File: src/rtl/cpx_pkg.sv
package cpx_pkg;
  localparam int unsigned XLEN      = 32;
  localparam int unsigned REG_IDX_W = 5;
  localparam int unsigned RD_LSB    = 7;
  localparam int unsigned RD_MSB    = RD_LSB + REG_IDX_W - 1;

  typedef enum logic [0:0] {
    LANE_IDLE = 1'b0,
    LANE_BUSY = 1'b1
  } lane_state_e;

  typedef struct packed {
    logic [XLEN-1:0] insn;
    logic [XLEN-1:0] op_a;
    logic [XLEN-1:0] op_b;
  } dispatch_word_t;

  typedef struct packed {
    logic                 done;
    logic                 trap;
    logic                 wb_en;
    logic [REG_IDX_W-1:0] wb_idx;
    logic [XLEN-1:0]      wb_data;
  } outcome_t;
endpackage

File: src/rtl/cpx_launch.sv
module cpx_launch
  import cpx_pkg::*;
(
  input  logic           clk,
  input  logic           rst_n,
  input  logic           offer,
  input  dispatch_word_t offer_word,
  input  logic           retire,
  output logic           accept_ok,
  output logic           busy,
  output dispatch_word_t held_word
);
  lane_state_e state_q;

  assign accept_ok = (state_q == LANE_IDLE);
  assign busy      = (state_q == LANE_BUSY);

  always_ff @(posedge clk) begin
    if (!rst_n) begin
      state_q   <= LANE_IDLE;
      held_word <= '0;
    end else begin
      unique case (state_q)
        LANE_IDLE: begin
          if (offer) begin
            state_q   <= LANE_BUSY;
            held_word <= offer_word;
          end
        end
        LANE_BUSY: begin
          if (retire) state_q <= LANE_IDLE;
        end
        default: state_q <= LANE_IDLE;
      endcase
    end
  end
endmodule

File: src/rtl/cpx_watchdog.sv
module cpx_watchdog #(
  parameter int unsigned LIMIT = 16
) (
  input  logic clk,
  input  logic rst_n,
  input  logic active,
  input  logic hold,
  input  logic finish,
  output logic expire
);
  localparam int unsigned CW = $clog2(LIMIT + 1);
  localparam logic [CW-1:0] LAST = CW'(LIMIT - 1);

  logic [CW-1:0] quiet_q;
  logic          quiet_now;

  assign quiet_now = active && !hold && !finish;
  assign expire    = quiet_now && (quiet_q == LAST);

  always_ff @(posedge clk) begin
    if (!rst_n) begin
      quiet_q <= '0;
    end else if (!quiet_now || expire) begin
      quiet_q <= '0;
    end else begin
      quiet_q <= quiet_q + 1'b1;
    end
  end
endmodule

File: src/rtl/cpx_retire.sv
module cpx_retire
  import cpx_pkg::*;
#(
  parameter bit ZERO_REG_FIXED = 1'b1
) (
  input  logic            clk,
  input  logic            rst_n,
  input  logic            busy,
  input  logic            fin_ready,
  input  logic            fin_wr,
  input  logic [XLEN-1:0] fin_result,
  input  logic [XLEN-1:0] insn,
  input  logic            expire,
  output outcome_t        outcome
);
  logic [REG_IDX_W-1:0] dest_idx;
  logic                 dest_ok;
  logic                 finish_now;
  logic                 trap_now;

  assign dest_idx   = insn[RD_MSB:RD_LSB];
  assign finish_now = busy && fin_ready;
  assign trap_now   = busy && expire && !fin_ready;

  generate
    if (ZERO_REG_FIXED) begin : g_zero_guard
      assign dest_ok = (dest_idx != '0);
    end else begin : g_no_guard
      assign dest_ok = 1'b1;
    end
  endgenerate

  always_ff @(posedge clk) begin
    if (!rst_n) begin
      outcome <= '0;
    end else begin
      outcome.done    <= finish_now;
      outcome.trap    <= trap_now;
      outcome.wb_en   <= finish_now && fin_wr && dest_ok;
      outcome.wb_idx  <= finish_now ? dest_idx : '0;
      outcome.wb_data <= finish_now ? fin_result : '0;
    end
  end
endmodule

File: src/rtl/cpx_dispatch.sv
module cpx_dispatch
  import cpx_pkg::*;
#(
  parameter int unsigned ACK_LIMIT      = 16,
  parameter bit          ZERO_REG_FIXED = 1'b1
) (
  input  logic                 clk,
  input  logic                 rst_n,
  input  logic                 req_valid,
  output logic                 req_ready,
  input  logic [XLEN-1:0]      req_insn,
  input  logic [XLEN-1:0]      req_op_a,
  input  logic [XLEN-1:0]      req_op_b,
  output logic                 cp_valid,
  output logic [XLEN-1:0]      cp_insn,
  output logic [XLEN-1:0]      cp_op_a,
  output logic [XLEN-1:0]      cp_op_b,
  input  logic                 cp_ready,
  input  logic                 cp_wait,
  input  logic                 cp_wr,
  input  logic [XLEN-1:0]      cp_result,
  output logic                 done_pulse,
  output logic                 trap_pulse,
  output logic                 wb_en,
  output logic [REG_IDX_W-1:0] wb_idx,
  output logic [XLEN-1:0]      wb_data
);
  dispatch_word_t in_word;
  dispatch_word_t held_word;
  outcome_t       outcome;
  logic           busy;
  logic           accept_ok;
  logic           expire;
  logic           retire;

  assign in_word = '{insn: req_insn, op_a: req_op_a, op_b: req_op_b};
  assign retire  = busy && (cp_ready || expire);

  cpx_launch u_launch (
    .clk        (clk),
    .rst_n      (rst_n),
    .offer      (req_valid),
    .offer_word (in_word),
    .retire     (retire),
    .accept_ok  (accept_ok),
    .busy       (busy),
    .held_word  (held_word)
  );

  cpx_watchdog #(.LIMIT(ACK_LIMIT)) u_watchdog (
    .clk    (clk),
    .rst_n  (rst_n),
    .active (busy),
    .hold   (cp_wait),
    .finish (cp_ready),
    .expire (expire)
  );

  cpx_retire #(.ZERO_REG_FIXED(ZERO_REG_FIXED)) u_retire (
    .clk        (clk),
    .rst_n      (rst_n),
    .busy       (busy),
    .fin_ready  (cp_ready),
    .fin_wr     (cp_wr),
    .fin_result (cp_result),
    .insn       (held_word.insn),
    .expire     (expire),
    .outcome    (outcome)
  );

  assign req_ready  = accept_ok;
  assign cp_valid   = busy;
  assign cp_insn    = held_word.insn;
  assign cp_op_a    = held_word.op_a;
  assign cp_op_b    = held_word.op_b;
  assign done_pulse = outcome.done;
  assign trap_pulse = outcome.trap;
  assign wb_en      = outcome.wb_en;
  assign wb_idx     = outcome.wb_idx;
  assign wb_data    = outcome.wb_data;
endmodule

File: config.mk
export PLATFORM = sky130hd
export DESIGN_NAME = cpx_dispatch
export DESIGN_NICKNAME = d
export VERILOG_FILES = /design/src/rtl/cpx_pkg.sv /design/src/rtl/cpx_launch.sv /design/src/rtl/cpx_watchdog.sv /design/src/rtl/cpx_retire.sv /design/src/rtl/cpx_dispatch.sv
export SDC_FILE = /design/constraint.sdc
export NUM_CORES = 1
export LEC_CHECK = 0
export BUFFER_PORTS_ARGS = -buffer_cell sky130_fd_sc_hd__buf_2
export CAP_MARGIN = 15
export CELL_PAD_IN_SITES_DETAIL_PLACEMENT = 1
export CELL_PAD_IN_SITES_GLOBAL_PLACEMENT = 2
export CORE_AREA = 8 8 152 154
export CTS_CLUSTER_DIAMETER = 150
export DETAILED_ROUTE_END_ITERATION = 8
export DIE_AREA = 0 0 160 162
export PLACE_DENSITY = 0.85
export SYNTH_ARGS = -nofsm -noshare
export SYNTH_HDL_FRONTEND = slang
export SYNTH_SLANG_ARGS = --single-unit
File: constraint.sdc
create_clock -name clk -period 1.7 [get_ports clk]
set_clock_uncertainty 0.05 [all_clocks]
set_input_delay 0.17 -clock clk [delete_from_list [all_inputs] [get_ports clk]]
set_output_delay 0.17 -clock clk [all_outputs]
set_load 0.02 [all_outputs]
==> summary.txt <==
Status
  – Outcome: finished clean

Logic synthesis
  – Synth cell count leaders: nand2_1 (192), dfxtp_1 (142), a21boi_0 (56)
  – Top_reg_cell synth: dfxtp_1
  – Seq/Total Area, Yosys: 0.5610
  – Combinational family with the most area after synthesis: simple AND/OR/NAND/NOR gates
  – YS warnings: 0
  – Post-synthesis mux area share: 0
  – Cells after Synth: between 500 and 600
  – Top-area cell type share of the netlist area: 0.5610
  – Simple-gate portion of the synthesized area: 0.2037
  – Synthesized flop and latch total: 142
  – Async SR Flop Fraction: 0
  – Yosys cell types: 24
  – Post-synth EDFFs: 0
  – Mapped Nets: 665
  – Top cells by area, synth: dfxtp_1 (56%), nand2_1 (14%), a21boi_2 (8.9%), a21boi_0 (8.3%), and2_1 (4.7%)
  – Top-count cell post-synth: nand2_1
  – Cell taking the most area after synthesis: dfxtp_1
  – Post-synthesis compound-gate area fraction: 0.1768
  – Cell Area, Synth: 5067 µm²
  – Syn Area/Cell: between 9 and 10 µm²
  – Synth Area in Adders: 0.004938
  – Post-synthesis xor/xnor area fraction: 0.003457

Cells and area
  – Area Overhead vs Synth: 69.63%
  – Total Nets Final: 1,057
  – Share of post-route cells with drive strength above 1: 0.3794
  – # fillers: 2,439

Critical path
  – Crit-path max cell delay: 330 ps
  – Data arrival time of the worst path: 1750 ps
  – CP Cell Sequence: ha_1 > and3_1 > ha_1 > a211oi_1 > o21a_1
  – Crit path capture type: flop
  – Worst setup path class: flop to flop
  – Buf+Inv Stages, Crit Path: 0
  – Crit-path most repeated cell: ha_1
  – Req. time, crit path: 2000 ps
  – CP max-delay cell: dfxtp_1
  – Startpoint Class: flop
  – Worst Path Max Fanout: 3
  – Delay-heaviest family, CP: adder cells

Clock network
  – H-tree lvl count: 4
  – Worst skew pair latency: around 400 ps
  – Cts bufs inserted: 17
  – Maximum buffer depth of the clock tree: 2
  – Reg clk slew, reported paths: 60 ps
  – Gates resized, CTS repair: 0
  – Post-CTS setup buffers: 0
  – CTS Sinks: 142
  – # hold bufs at CTS: 130
  – Root buf cell: clkbuf_16
  – CTS tree: built

Detailed routing
  – Avg WL per Cell: about 16 µm
  – Vias per cell: 4.146
  – 1st-iter DRT viols: 113
  – DRT antenna net count: 0
  – Vias: 5,017
  – Drt drc: 0
  – DR pass1 iterations: 4
  – Total Wirelength: slightly below 20,000 µm

Global route
  – Initial antenna violation count: 3
  – Total track usage: 0.1448
  – GRT Max-Usage Layer: met2
  – Grt met2 use: 0.2471
  – Met1 usage: 0.1541
  – Vias in the first global route: 5,540
  – Met3 GRT Util: 0.06277
  – Pin count of the biggest net entering global routing: 58
  – First-pass GRT wire length: around 30,000 µm
  – Total congestion overflow: 0

Die
  – Die Wd: around 160 µm
  – IO Count: roughly 270
  – # rows: 53
  – Effective utilization at floorplan: 0.2449
  – Die area: 25,920 µm²
  – Die height: 162 µm
  – Core area: 20,690 µm²

STA
  – Slew Limit Headroom: 0.6626
  – Min Tclk post-route: 1449 ps
  – Final setup vio count: 0
  – Period Utilization, post-route: 0.8524
  – Slew Limit Fails: 0
  – Fmax: about 0.69 GHz
  – Final Hold Viols: 0
  – Worst Tran Pin Value: 506.1 ps
  – RSZ-0062 raised after global routing: false
  – Final setup TNS: 0 ps

Power and ir drop
  – Final Power: roughly 8.7 mW
  – Static Leak: about 4.0 nW
  – Peak supply drop: 0.5982 mV
  – Pwr dens: 1016 nW/µm²

Hold path
  – Hold Path Class: input pin to flop

Placement
  – Port bufs: between 200 and 300
  – Placer Congestion: 0.7236
  – Dpl hpwl: 12,450 µm

Run
  – Max Cap Violations: 0
power breakdown:
group / total [mW] / internal (mW) / switching [mW]
Sequential: 3.56 / 3.48 / 0.0743
Clock: 3.96 / 2.50 / 1.47
Combinational: 1.21 / 0.578 / 0.635
routing by layer:
| metal | up-vias | wire (µm) |
|---|---|---|
| li1 | 2465 | - |
| met1 | 2321 | 7715 |
| met2 | 191 | 9463 |
| met3 | 36 | 1522 |
| met4 | 4 | 510 |
| met5 | - | 22 |
worst register-to-register path: stages (launching register included):
cell and delay (ps):
dfxtp_1 330, ha_1 220, and3_1 190, ha_1 200, a211oi_1 270, o21a_1 140
cell families after synthesis:
logic type                 count (synthesis)
buffers and inverters                     41
adders and majority gates                  2
AOI/OAI and AO/OA                         99
and+or+nand+nor                          243
DFF                                      142
xor gates and xnor gates                   2
cells in the final DEF (no fill, tap or decap), types with 3 or more instances in the layout:
master | synthesis | routed
a21boi_0 | 56 | 56
a21boi_2 | 40 | 40
and2_1 | 38 | 38
buf_12 | 0 | 4
buf_2 | 10 | 271
buf_4 | 9 | 5
bufinv_16 | 0 | 4
clkbuf_16 | 0 | 17
clkinv_4 | 0 | 3
dfxtp_1 | 142 | 142
dlygate4sd3_1 | 0 | 130
inv_1 | 4 | 4
nand2_1 | 192 | 192
nor2_1 | 5 | 5
through the flow:
| step | setup slack (ps) | cells | util | hold slack, ps | area (µm²) |
|---|---|---|---|---|---|
| final | 250.8 | 1210 | 0.4155 | 74.99 | 8596 |
| after global routing | 169.2 | 1209 | 0.4153 | 54.16 | 8593 |
| after CTS | 208.8 | 1208 | 0.4152 | 53.37 | 8591 |
| after detailed placement | 231.2 | 1047 | 0.3220 | 325.2 | 6661 |
| after global placement | 322.9 | 1047 | 0.3220 | 319.4 | 6661 |
| after floorplan | 385.2 | 529 | - | 241.7 | 5067 |
sequential cells by signal (all words and copies together), names as in the netlist:
name / count
u_launch.held_word: 96
u_retire.outcome: 40
u_watchdog.quiet_q: 5
u_launch.busy: 1
final timing paths:
| path | from | endpoint | slack (ps) | cells past startpoint |
|---|---|---|---|---|
| worst min-delay path | cp_ready | u_launch.busy | 70 | 3 |
| worst min register to register | u_watchdog.quiet_q[0] | u_watchdog.quiet_q[0] | 400 | 1 |
| worst max-delay path | u_watchdog.quiet_q[0] | u_launch.busy | 250 | 5 |
| worst max register to register | u_watchdog.quiet_q[0] | u_launch.busy | 250 | 5 |
layout make-up:
type | count | area [µm²] | area share
multi-input combinational | 346 | 1986 | 0.2310
clock inverter | 13 | 188.9 | 0.02198
timing repair buffer | 410 | 2775 | 0.3229
sequential | 142 | 2843 | 0.3307
antenna | 2 | 5.005 | 0.0005822
inverter | 4 | 15.01 | 0.001747
tap | 275 | 344.1 | 0.04003
clock buffer | 18 | 439.2 | 0.05109
Power figures use the tool's default switching activity.
